File: config.mk
export PLATFORM = sky130hd
export DESIGN_NAME = addr_bp_comparator
export DESIGN_NICKNAME = d
export VERILOG_FILES = /design/src/rtl/bp_cmp_pkg.sv /design/src/rtl/bp_ctrl_unpack.sv /design/src/rtl/bp_region_match.sv /design/src/rtl/bp_result_stage.sv /design/src/rtl/addr_bp_comparator.sv
export SDC_FILE = /design/constraint.sdc
export NUM_CORES = 1
export LEC_CHECK = 0
export ABC_AREA = 1
export BUFFER_PORTS_ARGS = -buffer_cell sky130_fd_sc_hd__buf_4
export CAP_MARGIN = 20
export CORE_UTILIZATION = 25
export DETAILED_ROUTE_END_ITERATION = 7
export GPL_ROUTABILITY_DRIVEN = 0
export PLACE_DENSITY_LB_ADDON = 0.1
export SYNTH_ARGS = -nofsm -noshare
export SYNTH_HDL_FRONTEND = slang
export SYNTH_SLANG_ARGS = --single-unit
export TNS_END_PERCENT = 100
File: constraint.sdc
create_clock -name clk -period 4.38 [get_ports clk]
set_input_delay 0.438 -clock clk [delete_from_list [all_inputs] [get_ports clk]]
set_output_delay 0.438 -clock clk [all_outputs]
set_load 0.02 [all_outputs]
File: src/rtl/bp_cmp_pkg.sv
package bp_cmp_pkg;

    localparam int NUM_BP  = 4;
    localparam int CTRL_W  = 32;
    localparam int KIND_W  = 2;
    localparam int SIZE_W  = 4;
    localparam int MASK_W  = 3;
    localparam int KIND_LO = 16;   // type field of slot 0
    localparam int SLOT_W  = 4;    // type + length bits per slot

    typedef enum logic [1:0] {
        LEN_1B = 2'b00,
        LEN_2B = 2'b01,
        LEN_8B = 2'b10,
        LEN_4B = 2'b11
    } bp_len_e;

    typedef struct packed {
        logic              enabled;
        logic [KIND_W-1:0] kind;
        bp_len_e           len;
    } bp_cfg_t;

    function automatic logic [MASK_W-1:0] len_to_mask(bp_len_e l);
        case (l)
            LEN_1B:  return 3'b000;
            LEN_2B:  return 3'b001;
            LEN_4B:  return 3'b011;
            default: return 3'b111;
        endcase
    endfunction

endpackage

File: src/rtl/bp_ctrl_unpack.sv
module bp_ctrl_unpack
    import bp_cmp_pkg::*;
(
    input  logic [CTRL_W-1:0]          ctrl,
    output bp_cfg_t [NUM_BP-1:0]       cfg
);
    // Bits between the enable pairs and the first slot field are not used.
    logic unused_ctrl_bits;
    assign unused_ctrl_bits = ^ctrl[KIND_LO-1:2*NUM_BP];

    for (genvar i = 0; i < NUM_BP; i++) begin : g_slot
        localparam int FLD = KIND_LO + SLOT_W * i;
        always_comb begin
            cfg[i].enabled = |ctrl[2*i +: 2];
            cfg[i].kind    = ctrl[FLD +: KIND_W];
            cfg[i].len     = bp_len_e'(ctrl[FLD + KIND_W +: 2]);
        end
    end
endmodule

File: src/rtl/bp_region_match.sv
module bp_region_match
    import bp_cmp_pkg::*;
#(
    parameter int AW = 32
) (
    input  logic [AW-1:0]     bp_addr,
    input  bp_cfg_t           cfg,
    input  logic [AW-1:0]     acc_lo,
    input  logic [AW-1:0]     acc_hi,
    input  logic [KIND_W-1:0] kind_a,
    input  logic [KIND_W-1:0] kind_b,
    output logic              hit
);
    localparam int PAD = AW - MASK_W;

    logic [AW-1:0] span;
    logic [AW-1:0] reg_lo;
    logic [AW-1:0] reg_hi;
    logic          kind_ok;
    logic          overlap;

    always_comb begin
        span    = {{PAD{1'b0}}, len_to_mask(cfg.len)};
        reg_lo  = bp_addr & ~span;
        reg_hi  = reg_lo | span;   // low bits are clear, so OR equals add
        kind_ok = (cfg.kind == kind_a) || (cfg.kind == kind_b);
        overlap = (acc_lo <= reg_hi) && (acc_hi >= reg_lo);
        hit     = cfg.enabled && kind_ok && overlap;
    end
endmodule

File: src/rtl/bp_result_stage.sv
module bp_result_stage
    import bp_cmp_pkg::*;
#(
    parameter bit REG_OUT = 1'b1
) (
    input  logic              clk,
    input  logic              rst,
    input  logic [NUM_BP-1:0] hit_vec,
    output logic [NUM_BP-1:0] hit_mask,
    output logic              hit_any
);
    if (REG_OUT) begin : g_reg
        always_ff @(posedge clk) begin
            if (rst) begin
                hit_mask <= '0;
                hit_any  <= 1'b0;
            end else begin
                hit_mask <= hit_vec;
                hit_any  <= |hit_vec;
            end
        end
    end else begin : g_comb
        logic unused_clk_rst;
        assign unused_clk_rst = clk ^ rst;
        assign hit_mask = hit_vec;
        assign hit_any  = |hit_vec;
    end
endmodule

File: src/rtl/addr_bp_comparator.sv
module addr_bp_comparator
    import bp_cmp_pkg::*;
#(
    parameter int AW      = 32,
    parameter bit REG_OUT = 1'b1
) (
    input  logic                 clk,
    input  logic                 rst,
    input  logic [NUM_BP*AW-1:0] bp_addr,
    input  logic [CTRL_W-1:0]    ctrl,
    input  logic [AW-1:0]        acc_addr,
    input  logic [SIZE_W-1:0]    acc_size,
    input  logic [KIND_W-1:0]    acc_kind_a,
    input  logic [KIND_W-1:0]    acc_kind_b,
    output logic                 hit_any,
    output logic [NUM_BP-1:0]    hit_mask
);
    bp_cfg_t [NUM_BP-1:0] cfg;
    logic    [NUM_BP-1:0] hit_vec;
    logic    [AW-1:0]     acc_hi;

    // Access end wraps modulo 2^AW by design.
    assign acc_hi = acc_addr + {{(AW-SIZE_W){1'b0}}, acc_size} - {{(AW-1){1'b0}}, 1'b1};

    bp_ctrl_unpack u_unpack (
        .ctrl (ctrl),
        .cfg  (cfg)
    );

    for (genvar i = 0; i < NUM_BP; i++) begin : g_bp
        bp_region_match #(.AW(AW)) u_match (
            .bp_addr (bp_addr[AW*i +: AW]),
            .cfg     (cfg[i]),
            .acc_lo  (acc_addr),
            .acc_hi  (acc_hi),
            .kind_a  (acc_kind_a),
            .kind_b  (acc_kind_b),
            .hit     (hit_vec[i])
        );
    end

    bp_result_stage #(.REG_OUT(REG_OUT)) u_out (
        .clk      (clk),
        .rst      (rst),
        .hit_vec  (hit_vec),
        .hit_mask (hit_mask),
        .hit_any  (hit_any)
    );
endmodule

==> results of run 1 <==
==> through the flow <==
step / std cells / util [%] / hold slack (ns) / instance area [µm²] / setup WS [ns]
after global routing: 2086 / 32.3 / 0.417 / 11100 / 0.0228
after detailed placement: 2082 / 32.1 / 0.648 / 11000 / 0.0911
after global placement: 2082 / 32.1 / 0.649 / 11000 / 0.149
final: 2086 / 32.3 / 0.418 / 11100 / 0.332
after CTS: 2086 / 32.3 / 0.415 / 11100 / 0.294
after floorplan: 1393 / - / 0.510 / 8720 / 0.838
==> routing by layer <==
metal,up-vias,global-route usage [%]
met5,-,0
met4,0,1.55
met3,8,1.56
met2,186,27.4
met1,3974,24.7
li1,5066,-
==> cell usage after synthesis (4+ instances only) <==
| cell | number | share of area [%] |
|---|---|---|
| sky130_fd_sc_hd__nor4_1 | 6 | 0.43 |
| sky130_fd_sc_hd__o22ai_1 | 4 | 0.29 |
| sky130_fd_sc_hd__nand4_1 | 19 | 1.4 |
| sky130_fd_sc_hd__nor2_1 | 112 | 4.8 |
| sky130_fd_sc_hd__inv_1 | 272 | 12 |
| sky130_fd_sc_hd__xnor2_1 | 6 | 0.60 |
| sky130_fd_sc_hd__nand3_1 | 29 | 1.7 |
| sky130_fd_sc_hd__o21bai_1 | 8 | 0.69 |
| sky130_fd_sc_hd__a21oi_1 | 153 | 8.8 |
| sky130_fd_sc_hd__o21a_1 | 15 | 1.3 |
| sky130_fd_sc_hd__nand2_2 | 6 | 0.43 |
| sky130_fd_sc_hd__a21o_1 | 5 | 0.43 |
| sky130_fd_sc_hd__dfxtp_1 | 5 | 1.1 |
| sky130_fd_sc_hd__a21oi_2 | 4 | 0.40 |
| sky130_fd_sc_hd__ha_1 | 290 | 42 |
| sky130_fd_sc_hd__xor2_1 | 40 | 4.0 |
| sky130_fd_sc_hd__nor3_1 | 17 | 0.98 |
| sky130_fd_sc_hd__o21ai_0 | 50 | 2.9 |
| sky130_fd_sc_hd__nand2_1 | 328 | 14 |
==> flip-flops by register name (all words and copies together) (netlist names) <==
| signal | count |
|---|---|
| u_out.hit_any | 1 |
| u_out.hit_mask | 4 |
==> cell type report <==
| class | instances | area [µm²] |
|---|---|---|
| fillers | 3920 | 23300 |
| flip-flops and latches | 5 | 100 |
| repair buffers | 234 | 1760 |
| inverters | 272 | 1020 |
| clock buffers | 4 | 78.8 |
| multi-input cells | 1116 | 7600 |
| well taps | 455 | 569 |
==> cells by family (layout without fill, tap and decap cells) <==
logic type	Yosys count	count (layout)
fa+ha+maj	291	291
flops	5	5
compound gates	249	249
xor+xnor	46	46
simple gates	530	530
buf+inv	272	510
==> worst max path at each step <==
| stage | from | endpoint | cells after the start |
|---|---|---|---|
| 2_1_floorplan | acc_addr[1] | u_out.hit_any | 25 |
| 3_3_place_gp | acc_addr[1] | u_out.hit_any | 27 |
| 5_1_grt | acc_addr[1] | u_out.hit_any | 27 |
| 3_5_place_dp | acc_addr[1] | u_out.hit_any | 27 |
| 4_1_cts | acc_addr[1] | u_out.hit_any | 27 |
| 6_report | acc_addr[1] | u_out.hit_any | 27 |
==> power groups by stage <==
stage	registers, W	clock network, W	logic (W)
final	0.0000519	0.000151	0.00170
after global routing	0.0000526	0.000158	0.00197
after CTS	0.0000521	0.000153	0.00173
after detailed placement	0.0000522	0	0.00172
after global placement	0.0000538	0	0.00169
after floorplan	0.0000574	0	0.00106
==> impl_metrics.xml, run 1 <==
<?xml version="1.0" encoding="UTF-8"?>
<metrics>
  <group name="status">
    <metric name="status" unit="">finished clean</metric>
  </group>
  <group name="floorplanning">
    <metric name="design.portCount" unit="">207</metric>
    <metric name="rows" unit="">68</metric>
    <metric name="die_h" unit="µm">189</metric>
    <metric name="die_footprint" unit="mm²">0.0356</metric>
    <metric name="dieWidth" unit="µm">189</metric>
    <metric name="start_util" unit="%">25.3</metric>
    <metric name="area_of_the_placeable_core" unit="mm²">0.0345</metric>
  </group>
  <group name="setup_path">
    <metric name="worstPathRequired" unit="ns">4.53</metric>
    <metric name="crit_slowest_cell" unit="">sky130_fd_sc_hd__fa_1</metric>
    <metric name="critical_path.max_stage_delay" unit="ns">0.42</metric>
    <metric name="worst_path_most_repeated_cell" unit="">sky130_fd_sc_hd__nand2_1</metric>
    <metric name="crit_fanout" unit="">4</metric>
    <metric name="critical_path.top_delay_family" unit="">simple AND/OR/NAND/NOR gates</metric>
    <metric name="cp.arrival" unit="ns">4.20</metric>
    <metric name="worst_setup_ep_type" unit="">flip-flop</metric>
    <metric name="timing_worst_setup_path_type" unit="">in2reg</metric>
    <metric name="critical_path_buf_inv_count" unit="">7</metric>
    <metric name="critical_path.startpoint_type" unit="">primary input</metric>
  </group>
  <group name="synthesis">
    <metric name="synthXorXnorAreaFrac" unit="%">4.62</metric>
    <metric name="synth_fa_ha_area_share" unit="%">41.8</metric>
    <metric name="postSynthAreaPerCell" unit="µm²">6.26</metric>
    <metric name="ys_seq_elements" unit="">5</metric>
    <metric name="postSynthNetCount" unit="">1886</metric>
    <metric name="synth_seq_area_share" unit="%">1.15</metric>
    <metric name="synth_cell_types" unit="">34</metric>
    <metric name="synth-compound-area-share" unit="%">15.7</metric>
    <metric name="syn-cell-area" unit="mm²">0.00872</metric>
    <metric name="synth-simple-area-share" unit="%">25.0</metric>
    <metric name="synth_mux_area_share" unit="%">0</metric>
    <metric name="yosys_warnings" unit="">0</metric>
    <metric name="synth_enable_flop_cells" unit="">0</metric>
    <metric name="dominantRegCellSynth" unit="">sky130_fd_sc_hd__dfxtp_1</metric>
    <metric name="syn-instance-count" unit="">1393</metric>
    <metric name="async_flop_share" unit="%">0</metric>
    <metric name="largest_family_of_logic_cells_by_synthesized_area" unit="">adder cells</metric>
  </group>
  <group name="job">
    <metric name="timing.max_cap.violations" unit="">0</metric>
  </group>
  <group name="drt">
    <metric name="drt_first_iter_violations" unit="">338</metric>
    <metric name="postRouteAntennaNets" unit="">0</metric>
    <metric name="drc_errors" unit="">0</metric>
    <metric name="vias" unit="">9234</metric>
    <metric name="postRouteWirelength" unit="µm">30400</metric>
    <metric name="met2_length" unit="µm">13100</metric>
    <metric name="top_layer" unit="">met4</metric>
    <metric name="drt-vias-per-instance" unit="">4.43</metric>
    <metric name="route.detailed.wl_per_inst" unit="µm">14.6</metric>
    <metric name="detail_route.first_pass.iterations" unit="">5</metric>
    <metric name="met3_length" unit="µm">1230</metric>
    <metric name="m1WireLength" unit="µm">15800</metric>
  </group>
  <group name="global_route">
    <metric name="gr-total-overflow" unit="">0</metric>
    <metric name="groute.usage.overall" unit="%">16.9</metric>
    <metric name="grt_start_max_net_pins" unit="">7</metric>
    <metric name="number_of_global_route_vias_before_repair" unit="">8902</metric>
    <metric name="grt_pass1_wl" unit="µm">47400</metric>
    <metric name="grt_antenna_before_repair" unit="">0</metric>
  </group>
  <group name="timing">
    <metric name="final-setup-viol-count" unit="">0</metric>
    <metric name="slew_violations" unit="">0</metric>
    <metric name="rsz0062_at_grt" unit="">no</metric>
    <metric name="finalCriticalPeriod" unit="ns">4.05</metric>
    <metric name="setup_tns" unit="ns">0</metric>
    <metric name="max_freq" unit="MHz">247</metric>
    <metric name="timing_hold_violations_final" unit="">0</metric>
    <metric name="transition_time_at_the_pin_with_the_least_slew_margin" unit="ns">0.845</metric>
    <metric name="fin_crit_sh" unit="%">92.4</metric>
    <metric name="relSlewSlack" unit="%">43.2</metric>
  </group>
  <group name="clock_tree">
    <metric name="path_clk_slew" unit="ns">0.03</metric>
    <metric name="tritoncts" unit="">built</metric>
    <metric name="maximum_root_to_sink_buffer_count" unit="">2</metric>
    <metric name="holdBufCountCts" unit="">0</metric>
    <metric name="number_of_buffers_created_by_cts" unit="">3</metric>
    <metric name="clockRootBuffer" unit="">sky130_fd_sc_hd__clkbuf_16</metric>
    <metric name="postcts_setup_bufs" unit="">0</metric>
    <metric name="cts_htree_levels" unit="">1</metric>
    <metric name="number_of_sinks_handled_by_clock_tree_synthesis" unit="">5</metric>
    <metric name="post_cts.resized_instances" unit="">0</metric>
  </group>
  <group name="place">
    <metric name="numPortBuffers" unit="">198</metric>
    <metric name="dp_hpwl" unit="µm">27600</metric>
  </group>
  <group name="finish">
    <metric name="layout-area-overhead-vs-synth" unit="%">27.6</metric>
    <metric name="antennaDiodeCount" unit="">0</metric>
    <metric name="top_library_cells_by_usage_in_the_layout_fill_and_taps_aside" unit="">328 x sky130_fd_sc_hd__nand2_1, 290 x sky130_fd_sc_hd__ha_1, 272 x sky130_fd_sc_hd__inv_1</metric>
    <metric name="final_common_cell" unit="">sky130_fd_sc_hd__nand2_1</metric>
    <metric name="layout-drive-gt1-share" unit="%">15.8</metric>
    <metric name="nets" unit="">2125</metric>
  </group>
  <group name="hold_path">
    <metric name="hold-path-cell-count" unit="">2</metric>
    <metric name="min-delay-path-class" unit="">in2reg</metric>
    <metric name="hold_end" unit="">u_out.hit_mask[1]</metric>
    <metric name="min-delay-start" unit="">rst</metric>
  </group>
  <group name="power_and_ir_drop">
    <metric name="sequentialPowerShare" unit="%">2.7</metric>
    <metric name="swShare" unit="%">53.6</metric>
    <metric name="static-leakage-power" unit="nW">6.49</metric>
    <metric name="vdd_ir_drop_max" unit="mV">0.155</metric>
    <metric name="comb_power_share" unit="%">89.4</metric>
    <metric name="power_per_cell_area" unit="mW/mm²">171</metric>
    <metric name="cellInternalPower" unit="W">0.000885</metric>
    <metric name="clkPwrFrac" unit="%">7.9</metric>
    <metric name="totalPowerFinal" unit="W">0.00191</metric>
    <metric name="power.switching" unit="W">0.00102</metric>
  </group>
</metrics>
Note: power is estimated with default switching activity, not from simulation.
==> run 2, diff against run 1 <==
- PLACE_DENSITY_LB_ADDON: 0.1 -> 0.08
==> run 2 against run 1 <==
Setup slack improved by 0.047 ns; non-clock buffer count increased by 5; clock power about the same; sequential share of layout area about the same; critical endpoint unchanged; largest cell class unchanged; highest routed layer unchanged.
==> impl_metrics.xml, run 2 (synthesis results as in run 1) <==
<?xml version="1.0" encoding="UTF-8"?>
<metrics>
  <group name="timing">
    <metric name="transition_time_at_the_pin_with_the_least_slew_margin" unit="ns">0.873</metric>
    <metric name="slew_violations" unit="">0</metric>
    <metric name="max_freq" unit="MHz">250</metric>
    <metric name="final-setup-viol-count" unit="">0</metric>
    <metric name="fin_crit_sh" unit="%">91.3</metric>
    <metric name="timing_hold_violations_final" unit="">0</metric>
    <metric name="finalCriticalPeriod" unit="ns">4.00</metric>
    <metric name="setup_tns" unit="ns">0</metric>
    <metric name="relSlewSlack" unit="%">41.3</metric>
    <metric name="rsz0062_at_grt" unit="">no</metric>
  </group>
  <group name="global_route">
    <metric name="grt_antenna_before_repair" unit="">0</metric>
    <metric name="grt_pass1_wl" unit="µm">47700</metric>
    <metric name="gr-total-overflow" unit="">0</metric>
    <metric name="groute.usage.overall" unit="%">17.0</metric>
    <metric name="number_of_global_route_vias_before_repair" unit="">8914</metric>
    <metric name="grt_start_max_net_pins" unit="">7</metric>
  </group>
  <group name="finish">
    <metric name="max_flop_register" unit="">u_out.hit_mask</metric>
    <metric name="layout-area-overhead-vs-synth" unit="%">28.0</metric>
    <metric name="final_cell_count_no_fill" unit="">2091</metric>
    <metric name="final_common_cell" unit="">sky130_fd_sc_hd__nand2_1</metric>
    <metric name="top_library_cells_by_usage_in_the_layout_fill_and_taps_aside" unit="">328 x sky130_fd_sc_hd__nand2_1, 290 x sky130_fd_sc_hd__ha_1, 272 x sky130_fd_sc_hd__inv_1</metric>
    <metric name="layout-drive-gt1-share" unit="%">16.1</metric>
    <metric name="largest_register_ff_count" unit="">4</metric>
    <metric name="nets" unit="">2130</metric>
    <metric name="antennaDiodeCount" unit="">0</metric>
    <metric name="largestRegisters" unit="">u_out.hit_mask x4, u_out.hit_any x1</metric>
  </group>
  <group name="floorplanning">
    <metric name="die_h" unit="µm">189</metric>
    <metric name="start_util" unit="%">25.3</metric>
    <metric name="dieWidth" unit="µm">189</metric>
    <metric name="area_of_the_placeable_core" unit="mm²">0.0345</metric>
    <metric name="design.portCount" unit="">207</metric>
    <metric name="rows" unit="">68</metric>
    <metric name="die_footprint" unit="mm²">0.0356</metric>
  </group>
  <group name="clock_tree">
    <metric name="clockRootBuffer" unit="">sky130_fd_sc_hd__clkbuf_16</metric>
    <metric name="postcts_setup_bufs" unit="">0</metric>
    <metric name="number_of_buffers_created_by_cts" unit="">3</metric>
    <metric name="path_clk_slew" unit="ns">0.03</metric>
    <metric name="number_of_sinks_handled_by_clock_tree_synthesis" unit="">5</metric>
    <metric name="maximum_root_to_sink_buffer_count" unit="">2</metric>
    <metric name="cts_htree_levels" unit="">1</metric>
    <metric name="tritoncts" unit="">built</metric>
    <metric name="holdBufCountCts" unit="">0</metric>
    <metric name="post_cts.resized_instances" unit="">0</metric>
  </group>
  <group name="hold_path">
    <metric name="min-delay-path-class" unit="">in2reg</metric>
  </group>
  <group name="power_and_ir_drop">
    <metric name="static-leakage-power" unit="nW">6.52</metric>
    <metric name="power_per_cell_area" unit="mW/mm²">173</metric>
    <metric name="vdd_ir_drop_max" unit="mV">0.0866</metric>
  </group>
  <group name="setup_path">
    <metric name="cp.arrival" unit="ns">4.12</metric>
    <metric name="worstPathRequired" unit="ns">4.50</metric>
    <metric name="critical_path.startpoint_type" unit="">primary input</metric>
    <metric name="timing_worst_setup_path_type" unit="">in2reg</metric>
    <metric name="timing.critical_path.from" unit="">acc_addr[1]</metric>
    <metric name="worst_setup_ep_type" unit="">flip-flop</metric>
    <metric name="critPathCapture" unit="">u_out.hit_any</metric>
    <metric name="critical_path.max_stage_delay" unit="ns">0.42</metric>
    <metric name="crit_slowest_cell" unit="">sky130_fd_sc_hd__fa_1</metric>
    <metric name="worst_path_most_repeated_cell" unit="">sky130_fd_sc_hd__nand2_1</metric>
    <metric name="crit_fanout" unit="">4</metric>
  </group>
  <group name="drt">
    <metric name="drt-vias-per-instance" unit="">4.42</metric>
    <metric name="m1WireLength" unit="µm">15900</metric>
    <metric name="postRouteAntennaNets" unit="">0</metric>
    <metric name="route.detailed.wl_per_inst" unit="µm">14.6</metric>
    <metric name="postRouteWirelength" unit="µm">30600</metric>
    <metric name="drt_first_iter_violations" unit="">346</metric>
    <metric name="top_layer" unit="">met4</metric>
    <metric name="drc_errors" unit="">0</metric>
    <metric name="detail_route.first_pass.iterations" unit="">4</metric>
    <metric name="met3_length" unit="µm">1270</metric>
    <metric name="vias" unit="">9251</metric>
    <metric name="met2_length" unit="µm">13300</metric>
  </group>
  <group name="status">
    <metric name="status" unit="">finished clean</metric>
  </group>
  <group name="place">
    <metric name="placed_cells_incl_taps" unit="">2087</metric>
    <metric name="numPortBuffers" unit="">198</metric>
    <metric name="dp_hpwl" unit="µm">27700</metric>
  </group>
  <group name="job">
    <metric name="timing.max_cap.violations" unit="">0</metric>
  </group>
</metrics>
## run 2: cell types whose count changed in the layout (fill, tap and decap cells not counted)
cell	before	now
sky130_fd_sc_hd__buf_4	234	239
## run 2: layout make-up
cell class,count,area [µm²]
Timing Repair Buffer,239,1790
Inverter,272,1020
Sequential cell,5,100
Clock buffer,4,78.8
Tap cell,455,569
Multi-Input combinational cell,1116,7600
Fill cell,3919,23300
## run 2: worst max-delay path, delay by kind of cell
family / cells / cell delay (ns)
AOI/OAI and AO/OA: 6 / 0.89
adders and majority gates: 4 / 1.22
and+or+nand+nor: 11 / 0.95
xor gates and xnor gates: 1 / 0.37
buffers and inverters: 4 / 0.24
## run 2: routing by layer
metal,vias to the layer above,GRT usage [%]
li1,5064,-
met2,188,28.3
met3,6,1.25
met4,0,0.651
met1,3993,24.8
met5,-,0
## run 2: power breakdown
part	leakage [nW]	internal (W)	total, W	switching [W]
Combinational	6.44	0.000730	0.00173	0.00100
Clock	0.0382	0.000121	0.000150	0.0000291
Sequential	0.0407	0.0000502	0.0000525	0.00000227
Total	6.52	0.000901	0.00193	0.00103
## run 2: through the flow
stage                     util (%)  setup slack (ns)  hold WS (ns)  area [µm²]  power (W)
final                         32.4             0.379         0.421       11200    0.00193
after global routing          32.4            0.0350         0.424       11200    0.00222
after CTS                     32.4             0.339         0.414       11200    0.00196
after detailed placement      32.2             0.123         0.648       11100    0.00180
after global placement        32.2             0.142         0.654       11100    0.00177
after floorplan                  -             0.838         0.510        8720    0.00112
## run 2: worst min path at each step
stage / from / end / cells past startpoint / slack, ns
global route: rst / u_out.hit_any / 2 / 0.42
detailed placement: rst / u_out.hit_mask[2] / 2 / 0.65
global placement: rst / u_out.hit_mask[1] / 2 / 0.65
finish: rst / u_out.hit_mask[2] / 2 / 0.42
CTS: rst / u_out.hit_mask[2] / 2 / 0.41
floorplan: rst / u_out.hit_any / 1 / 0.51
